## src/rtl/cwt_pkg.sv

```systemverilog
package cwt_pkg;

  typedef enum logic [1:0] {
    ACT_NONE   = 2'b00,
    ACT_SET    = 2'b01,
    ACT_CLEAR  = 2'b10,
    ACT_TOGGLE = 2'b11
  } act_e;

  typedef struct packed {
    logic restart;
    logic advance;
  } strobe_t;

  localparam logic [1:0] ADDR_ACTIONS = 2'd0;
  localparam logic [1:0] ADDR_DUTY    = 2'd1;
  localparam logic [1:0] ADDR_PERIOD  = 2'd2;
  localparam logic [1:0] ADDR_CMD     = 2'd3;

  localparam int CMD_EN_BIT   = 0;
  localparam int CMD_DIS_BIT  = 1;
  localparam int CMD_TRIG_BIT = 2;

  localparam int MAX_SHIFT = 5;
  localparam int PRE_W     = MAX_SHIFT;

  function automatic int unsigned selShift(input logic [1:0] sel);
    case (sel)
      2'd0:    return 0;
      2'd1:    return 1;
      2'd2:    return 3;
      default: return MAX_SHIFT;
    endcase
  endfunction

  function automatic logic [PRE_W-1:0] selMask(input logic [1:0] sel);
    logic [PRE_W:0] one;
    one = (PRE_W+1)'(1) << selShift(sel);
    return PRE_W'(one - 1'b1);
  endfunction

  function automatic logic applyAct(input logic cur, input act_e act);
    case (act)
      ACT_SET:    return 1'b1;
      ACT_CLEAR:  return 1'b0;
      ACT_TOGGLE: return ~cur;
      default:    return cur;
    endcase
  endfunction

endpackage

```

## src/rtl/cwt_ctrl.sv

```systemverilog
module cwt_ctrl
  import cwt_pkg::*;
#(
  parameter int CNT_W = 16
) (
  input  logic             clk,
  input  logic             rstN,
  input  logic             wrEn,
  input  logic [1:0]       wrAddr,
  input  logic [CNT_W-1:0] wrData,
  input  logic [1:0]       clkSel,
  input  logic             syncIn,
  output strobe_t          strobe,
  output logic [CNT_W-1:0] dutyVal,
  output logic [CNT_W-1:0] periodVal,
  output act_e             dutyAct,
  output act_e             periodAct
);

  logic             running;
  logic             runNext;
  logic [PRE_W-1:0] preCnt;
  logic [PRE_W-1:0] tickMask;
  logic             tick;
  logic             cmdHit;
  logic             enCmd;
  logic             disCmd;
  logic             trigCmd;

  always_comb begin
    cmdHit  = wrEn && (wrAddr == ADDR_CMD);
    enCmd   = cmdHit && wrData[CMD_EN_BIT];
    disCmd  = cmdHit && wrData[CMD_DIS_BIT];
    trigCmd = cmdHit && wrData[CMD_TRIG_BIT];
    if (disCmd)     runNext = 1'b0;
    else if (enCmd) runNext = 1'b1;
    else            runNext = running;
    tickMask       = selMask(clkSel);
    tick           = (preCnt & tickMask) == tickMask;
    strobe.restart = trigCmd || syncIn;
    strobe.advance = tick && runNext && !strobe.restart;
  end

  always_ff @(posedge clk or negedge rstN) begin
    if (!rstN) begin
      running <= 1'b0;
      preCnt  <= '0;
    end else begin
      running <= runNext;
      if (strobe.restart) preCnt <= '0;
      else                preCnt <= preCnt + 1'b1;
    end
  end

  always_ff @(posedge clk or negedge rstN) begin
    if (!rstN) begin
      dutyVal   <= '0;
      periodVal <= '0;
      dutyAct   <= ACT_NONE;
      periodAct <= ACT_NONE;
    end else if (wrEn) begin
      case (wrAddr)
        ADDR_ACTIONS: begin
          dutyAct   <= act_e'(wrData[1:0]);
          periodAct <= act_e'(wrData[3:2]);
        end
        ADDR_DUTY:   dutyVal   <= wrData;
        ADDR_PERIOD: periodVal <= wrData;
        default: ;
      endcase
    end
  end

  a_r9_disable_wins: assert property (@(posedge clk) disable iff (!rstN)
    disCmd |=> !running);
  a_r9_enable_runs: assert property (@(posedge clk) disable iff (!rstN)
    (enCmd && !disCmd) |=> running);
  a_r6_div1_ticks: assert property (@(posedge clk) disable iff (!rstN)
    (clkSel == 2'd0 && running && !disCmd && !strobe.restart) |-> strobe.advance);

endmodule

```

## src/rtl/cwt_datapath.sv

```systemverilog
module cwt_datapath
  import cwt_pkg::*;
#(
  parameter int CNT_W = 16
) (
  input  logic             clk,
  input  logic             rstN,
  input  strobe_t          strobe,
  input  logic [CNT_W-1:0] dutyVal,
  input  logic [CNT_W-1:0] periodVal,
  input  act_e             dutyAct,
  input  act_e             periodAct,
  output logic             waveOut,
  output logic             dutyEvt,
  output logic             periodEvt
);

  logic [CNT_W-1:0] cnt;
  logic             dutyHit;
  logic             periodHit;
  act_e             selAct;

  always_comb begin
    dutyHit   = strobe.advance && (cnt == dutyVal);
    periodHit = strobe.advance && (cnt == periodVal);
    if (periodHit)    selAct = periodAct;
    else if (dutyHit) selAct = dutyAct;
    else              selAct = ACT_NONE;
  end

  always_ff @(posedge clk or negedge rstN) begin
    if (!rstN) begin
      cnt       <= '0;
      waveOut   <= 1'b0;
      dutyEvt   <= 1'b0;
      periodEvt <= 1'b0;
    end else begin
      if (strobe.restart)     cnt <= '0;
      else if (periodHit)     cnt <= '0;
      else if (strobe.advance) cnt <= cnt + 1'b1;
      waveOut   <= applyAct(waveOut, selAct);
      dutyEvt   <= dutyHit;
      periodEvt <= periodHit;
    end
  end

  a_r2_wrap_zero: assert property (@(posedge clk) disable iff (!rstN)
    periodEvt |-> (cnt == '0));
  a_r2_step: assert property (@(posedge clk) disable iff (!rstN)
    (strobe.advance && cnt != periodVal) |=> (cnt == $past(cnt) + 1'b1));
  a_r9_hold: assert property (@(posedge clk) disable iff (!rstN)
    (!strobe.advance && !strobe.restart) |=> ($stable(cnt) && $stable(waveOut)));
  a_r3_evt_on_tick: assert property (@(posedge clk) disable iff (!rstN)
    dutyEvt |-> $past(strobe.advance));
  a_r4_wave_moves_on_evt: assert property (@(posedge clk) disable iff (!rstN)
    !$stable(waveOut) |-> (dutyEvt || periodEvt));
  a_r5_period_wins: assert property (@(posedge clk) disable iff (!rstN)
    (dutyEvt && periodEvt && $past(periodAct) == ACT_CLEAR) |-> !waveOut);
  a_r7_restart_zero: assert property (@(posedge clk) disable iff (!rstN)
    strobe.restart |=> (cnt == '0 && $stable(waveOut) && !dutyEvt && !periodEvt));

endmodule

```

## src/rtl/cmp_wave_timer.sv

```systemverilog
module cmp_wave_timer
  import cwt_pkg::*;
#(
  parameter int CNT_W = 16
) (
  input  logic             clk,
  input  logic             rstN,
  input  logic             wrEn,
  input  logic [1:0]       wrAddr,
  input  logic [CNT_W-1:0] wrData,
  input  logic [1:0]       clkSel,
  input  logic             syncIn,
  output logic             waveOut,
  output logic             dutyEvt,
  output logic             periodEvt
);

  strobe_t          strobe;
  logic [CNT_W-1:0] dutyVal;
  logic [CNT_W-1:0] periodVal;
  act_e             dutyAct;
  act_e             periodAct;

  cwt_ctrl #(.CNT_W(CNT_W)) uCtrl (
    .clk       (clk),
    .rstN      (rstN),
    .wrEn      (wrEn),
    .wrAddr    (wrAddr),
    .wrData    (wrData),
    .clkSel    (clkSel),
    .syncIn    (syncIn),
    .strobe    (strobe),
    .dutyVal   (dutyVal),
    .periodVal (periodVal),
    .dutyAct   (dutyAct),
    .periodAct (periodAct)
  );

  cwt_datapath #(.CNT_W(CNT_W)) uData (
    .clk       (clk),
    .rstN      (rstN),
    .strobe    (strobe),
    .dutyVal   (dutyVal),
    .periodVal (periodVal),
    .dutyAct   (dutyAct),
    .periodAct (periodAct),
    .waveOut   (waveOut),
    .dutyEvt   (dutyEvt),
    .periodEvt (periodEvt)
  );

endmodule

```

## config.mk

```make
export PLATFORM = sky130hd
export DESIGN_NAME = cmp_wave_timer
export DESIGN_NICKNAME = d
export VERILOG_FILES = /design/src/rtl/cwt_pkg.sv /design/src/rtl/cwt_ctrl.sv /design/src/rtl/cwt_datapath.sv /design/src/rtl/cmp_wave_timer.sv
export SDC_FILE = /design/constraint.sdc
export NUM_CORES = 1
export LEC_CHECK = 0
export ABC_CLOCK_PERIOD_IN_PS = 2300
export BUFFER_PORTS_ARGS = -buffer_cell sky130_fd_sc_hd__clkbuf_2
export CAP_MARGIN = 20
export CORE_MARGIN = 1.5
export CORE_UTILIZATION = 59
export DETAILED_ROUTE_END_ITERATION = 10
export PLACE_DENSITY = 0.81
export SLEW_MARGIN = 40
export SYNTH_ARGS = -nofsm -noshare
export SYNTH_HDL_FRONTEND = slang
export SYNTH_HIERARCHICAL = 1
export SYNTH_SLANG_ARGS = --single-unit
```

## constraint.sdc

```tcl
create_clock -name clk -period 2.3 [get_ports clk]
set_input_delay 0 -clock clk [delete_from_list [all_inputs] [get_ports clk]]
set_output_delay 0 -clock clk [all_outputs]
set_load 0.02 [all_outputs]
```

[Word-level counts from Yosys, hierarchy flattened]
Index checks and enable logic that the tools add are counted.
Word-level totals
  output and inout port bits: 3
  input bits: 24
  register bits after elaboration: 61
Cells by class
  reductions and logical operators: 17
  bitwise gates (word level): 2
  $add $sub $neg: 3
  eq/ne operators: 11
  shifts and indexed selects: 1
  muxes and demuxes: 10
Operators with widths (number)
  $mux 16: 3
  $eq 16x16->1: 2
  $add 16x1->16 const B: 1
  $eq 2x2->1 const B: 5
  $pmux 3 s3: 1
  $logic_and 1x1->1: 8
  $eq 2x1->1 const B: 3
  $reduce_and 2->1: 3
  $reduce_bool 3->1: 2
  $add 5x1->5 const B: 1
  $and 5x5->5: 1
  $eq 5x5->1: 1
  $mux 5: 1
  $shl 1x3->5 const A: 1
  $sub 5x1->5 const B: 1
  $logic_not 2->1: 2
  $mux 2: 2
  $pmux 1 s3: 1
  $mux 1: 2
  $logic_not 1->1: 1
  $logic_or 1x1->1: 1
  $not 1->1: 1

[Depth between registers and ports, before layout]
  depth after elaboration: 13
  gate-level depth with buffers: 9

[Hierarchy]
Netlist, hierarchy kept.
Modules (own cells, without submodules)
  cwt_ctrl: area an instance 1750.4 um^2, cells an instance 103, times used 1, sequential area each 1051.0 um^2
  cwt_datapath: area an instance 1303.8 um^2, cells an instance 141, times used 1, sequential area each 475.5 um^2

[Worst setup path before layout]
No wires, ideal clock.
  path type: register -> register
  from: register uCtrl.preCnt[0]
  to: register uData.cnt[14]
  clock period less this slack: 1913 ps
  library setup time: 78 ps
  cell stages (with the launch flop): 9
  arrival time: 1835 ps
  data required time: 2222 ps
  slack: 387 ps
  path buffers: 0
  cell sequence: dfrtp_1 > nand3_1 > o22ai_1 > and3b_1 > or2_2 > and3_1 > nand4_1 > or3_1 > a21oi_1
RTL lines
  from (decl): line cwt_ctrl.sv:22  | logic [PRE_W-1:0] preCnt;
  from (signal assigned): line cwt_ctrl.sv:51  | else preCnt <= preCnt + 1'b1;
  to (signal assigned): line cwt_datapath.sv:40  | else if (strobe.advance) cnt <= cnt + 1'b1;
  to (decl): line cwt_datapath.sv:18  | logic [CNT_W-1:0] cnt;

[Final worst setup path]
  from: register uData.cnt[9]
  to: register uData.waveOut
Between the ends
  elaborated cells on any way between the ends: 11
RTL lines
  $eq 16x16->1 *: line cwt_datapath.sv:25  | periodHit = strobe.advance && (cnt == periodVal);
  $logic_and 1x1->1 *: line cwt_datapath.sv:25
  via uData.periodHit: line cwt_datapath.sv:20  | logic periodHit;
  $mux 2 *: line cwt_datapath.sv:26  | if (periodHit) selAct = periodAct;
  $eq 2x2->1 or $eq 2x1->1 (tied branches): line cwt_pkg.sv:43  | case (act)
  $pmux 1 s3 or $reduce_bool 3->1 (tied branches)
  to (signal assigned): line cwt_datapath.sv:41  | waveOut <= applyAct(waveOut, selAct);
  to (decl): line cwt_datapath.sv:13  | output logic waveOut,
The timed path passes the listed nets; every way through them passes the cells marked *.
A chain may end at the register's enable or synchronous reset.

==> out/results.ini <==
[run_status]
outcome = finished, final reports clean

[timing]
slew_viol_final = 0
setup_tns_ps = 0
fmax_ghz = 0.473
min_period_over_period = 0.919
setup_viol = 0
fin_skew_ps = 8.98
hold_viol_final = 0
finalCriticalPeriod_ps = 2110
rsz0062_at_grt = false
tightest_slew_ps = 432
worst_slack_ps = 186
relSlewSlack = 0.712

[global_route]
grt_pass1_vias = 2039
grt-ovfl-total = 0
track_usage = 0.244
grt_max_degree = 35
antenna_found_initial = 0
grt_pass1_wl_um = 9690

[floorplan]
die_x_um = 75.0
coreArea_um2 = 5040
start_util = 0.606
ios = 27
rows = 26
die_h_um = 75.0
die_area_um2 = 5620

[synth]
async_flop_share = 1.00
synth_xor_area_frac = 0.132
syn_inst = 244
synth-warning-count = 6
synth-simple-area-share = 0.129
synth_edf_count = 0
synth_fa_ha_area_frac = 0.00819
synth_top_area_share = 0.500
ys_top_cells_by_count = dfrtp_1, xnor2_1, nor2_1
synth_area_per_cell_um2 = 12.5
synth_fp_nets = 270
synth_most_common_cell = dfrtp_1
ys_ff_latch = 61
synth-compound-area-share = 0.0434
netlist_area_um2 = 3050
synth_largest_area_cell = dfrtp_1
synthTopCellsByArea = dfrtp_1, mux2_4, xnor2_1, mux2_2, xor2_1
synth_top_family_by_area = multiplexers
synth-seq-area-share = 0.500
ys_types = 40
synthMuxAreaShare = 0.157
synthFlopType = dfrtp_1

[setup_path]
endpoint_kind = flop
path_cells = xor2_1 -> nor4_1 -> nand2_1 -> or4_4 -> inv_2 -> a31o_2 -> o21ai_0
crit_slowest_cell = or4_4
arrival_ps = 2340
slowest_delay_ps = 600
crit_family = simple AND/OR/NAND/NOR gates
critPathKind = flop to flop
cp.required_ps = 2520
rrSetupSlack_ps = 190
crit_fanout = 6
start_kind = flop
path_buf_inv = 1
cp.depth = 7
reg2regPathDepth = 7

[clock_network]
clockRootBuffer = clkbuf_8
cts-buffers-inserted = 9
clock_sinks = 61
cts_tree = yes
h-tree-depth = 3
postCtsSetupBuffers = 0
clkTransAtPathRegs_ps = 60
insertion_delay_ps = 340
clock_path_buffers = 2

[cells_and_area]
utilization = 0.712
final_nets = 322
antennaDiodeCount = 0
n_fill_cell = 367
multi_input_area_um2 = 1440
drive_gt1_frac = 0.304
layout.area.seq_um2 = 1530
syn_to_final_growth_pct = 17.6

[pwr]
p_comb_frac = 0.164
switching_power_mw = 0.644
seqPwrFrac = 0.514
p_per_area_nw_per_um2 = 707
vdd_drop_max_mv = 0.581
power_frac_clock = 0.322
power_mw = 2.54
p_sw_frac = 0.254
p_int_mw = 1.89
p_leak_nw = 1.66

[routing]
avgRoutedWirePerCell_um = 16.4
vias = 1992
routed_via_density = 5.40
wirelength_um = 6050
drtIter0Drc = 135
antenna_left = 0
first_pass_iters = 4
drc = 0

[run]
maxCapViolations = 0

[placement]
dp_hpwl_um = 4210
gp_congestion = 0.879
port_buffers = 26
pre_cts_slack_ps = 234

[hold_path]
hold_path.class = input port to flop
hold_path_depth = 3

[kinds of logic (layout without fill, tap and decap cells)]
logic type      after synthesis  count (layout)
xor+xnor                     46              46
fa+ha+maj                     2               2
mux                          36              36
compound gates               18              18
flops                        61              61
buf+inv                      14              69
simple gates                 67              67
[cells in the final DEF, fill, tap and decap left out, types with 6 or more instances in the layout]
cell type / count
dfrtp_1: 61
xnor2_1: 30
clkbuf_2: 25
nor2_1: 21
mux2_4: 20
dlygate4sd3_1: 18
xor2_1: 16
mux2_2: 16
clkbuf_8: 11
nand4_1: 9
nand3_1: 8
buf_4: 7
nand2_1: 7
a21oi_1: 6
[through the flow]
stage	hold slack, ps	instances	cell area, um^2
2_1_floorplan	-296	244	3050
3_5_place_dp	139	337	3240
4_1_cts	76.5	369	3590
3_3_place_gp	133	337	3240
5_1_grt	120	369	3590
6_report	98.1	369	3590
[power by group through the flow]
stage	clock [mW]	combinational, mW	sequential [mW]
after floorplan	0	0.293	1.29
after CTS	0.839	0.419	1.31
after global placement	0	0.381	1.32
after global routing	0.885	0.453	1.32
after detailed placement	0	0.395	1.32
final	0.817	0.417	1.31
[worst min-delay path: stages]
cell and delay, ps:
clkbuf_2 150, a41oi_1 180, a21oi_1 70
[what timing repair did]
item	4_1_cts	5_1_grt
resized for setup	0	0
endpoints found under the hold margin	70	0
hold buffers	18	0
[final timing paths]
check	start	to
max in group asynchronous	rstN	uData/cnt[0]
worst min-delay path	wrEn	uCtrl/running
worst max-delay path	uData/cnt[9]	uData/waveOut
worst min register to register	uCtrl/preCnt[0]	uCtrl/preCnt[0]
worst max register to register	uData/cnt[9]	uData/waveOut
min in group asynchronous	rstN	uCtrl/periodVal[6]
[per-layer routing]
layer,share of wire,vias to the layer above,global-route usage
met1,0.43,991,0.295
met4,0.015,0,0.0747
met3,0.039,8,0.0897
met2,0.52,50,0.408
met5,0,-,0
li1,-,943,-
[sequential cells by signal (all words and copies together) (netlist names)]
signal	cells
uData/periodEvt	1
uCtrl/dutyVal	16
uCtrl/preCnt	5
uCtrl/dutyAct	2
uData/dutyEvt	1
uCtrl/periodAct	2
uCtrl/periodVal	16
uData/waveOut	1
uCtrl/running	1
uData/cnt	16
[layout make-up]
cell class,instances,share of cell area
flip-flops and latches,61,0.425
clock buffers,12,0.0432
inverters,5,0.00522
clock inverters,2,0.00279
repair buffers,50,0.0996
well taps,70,0.0244
multi-input cells,169,0.400
No activity file was read; power rests on OpenSTA's default activity.
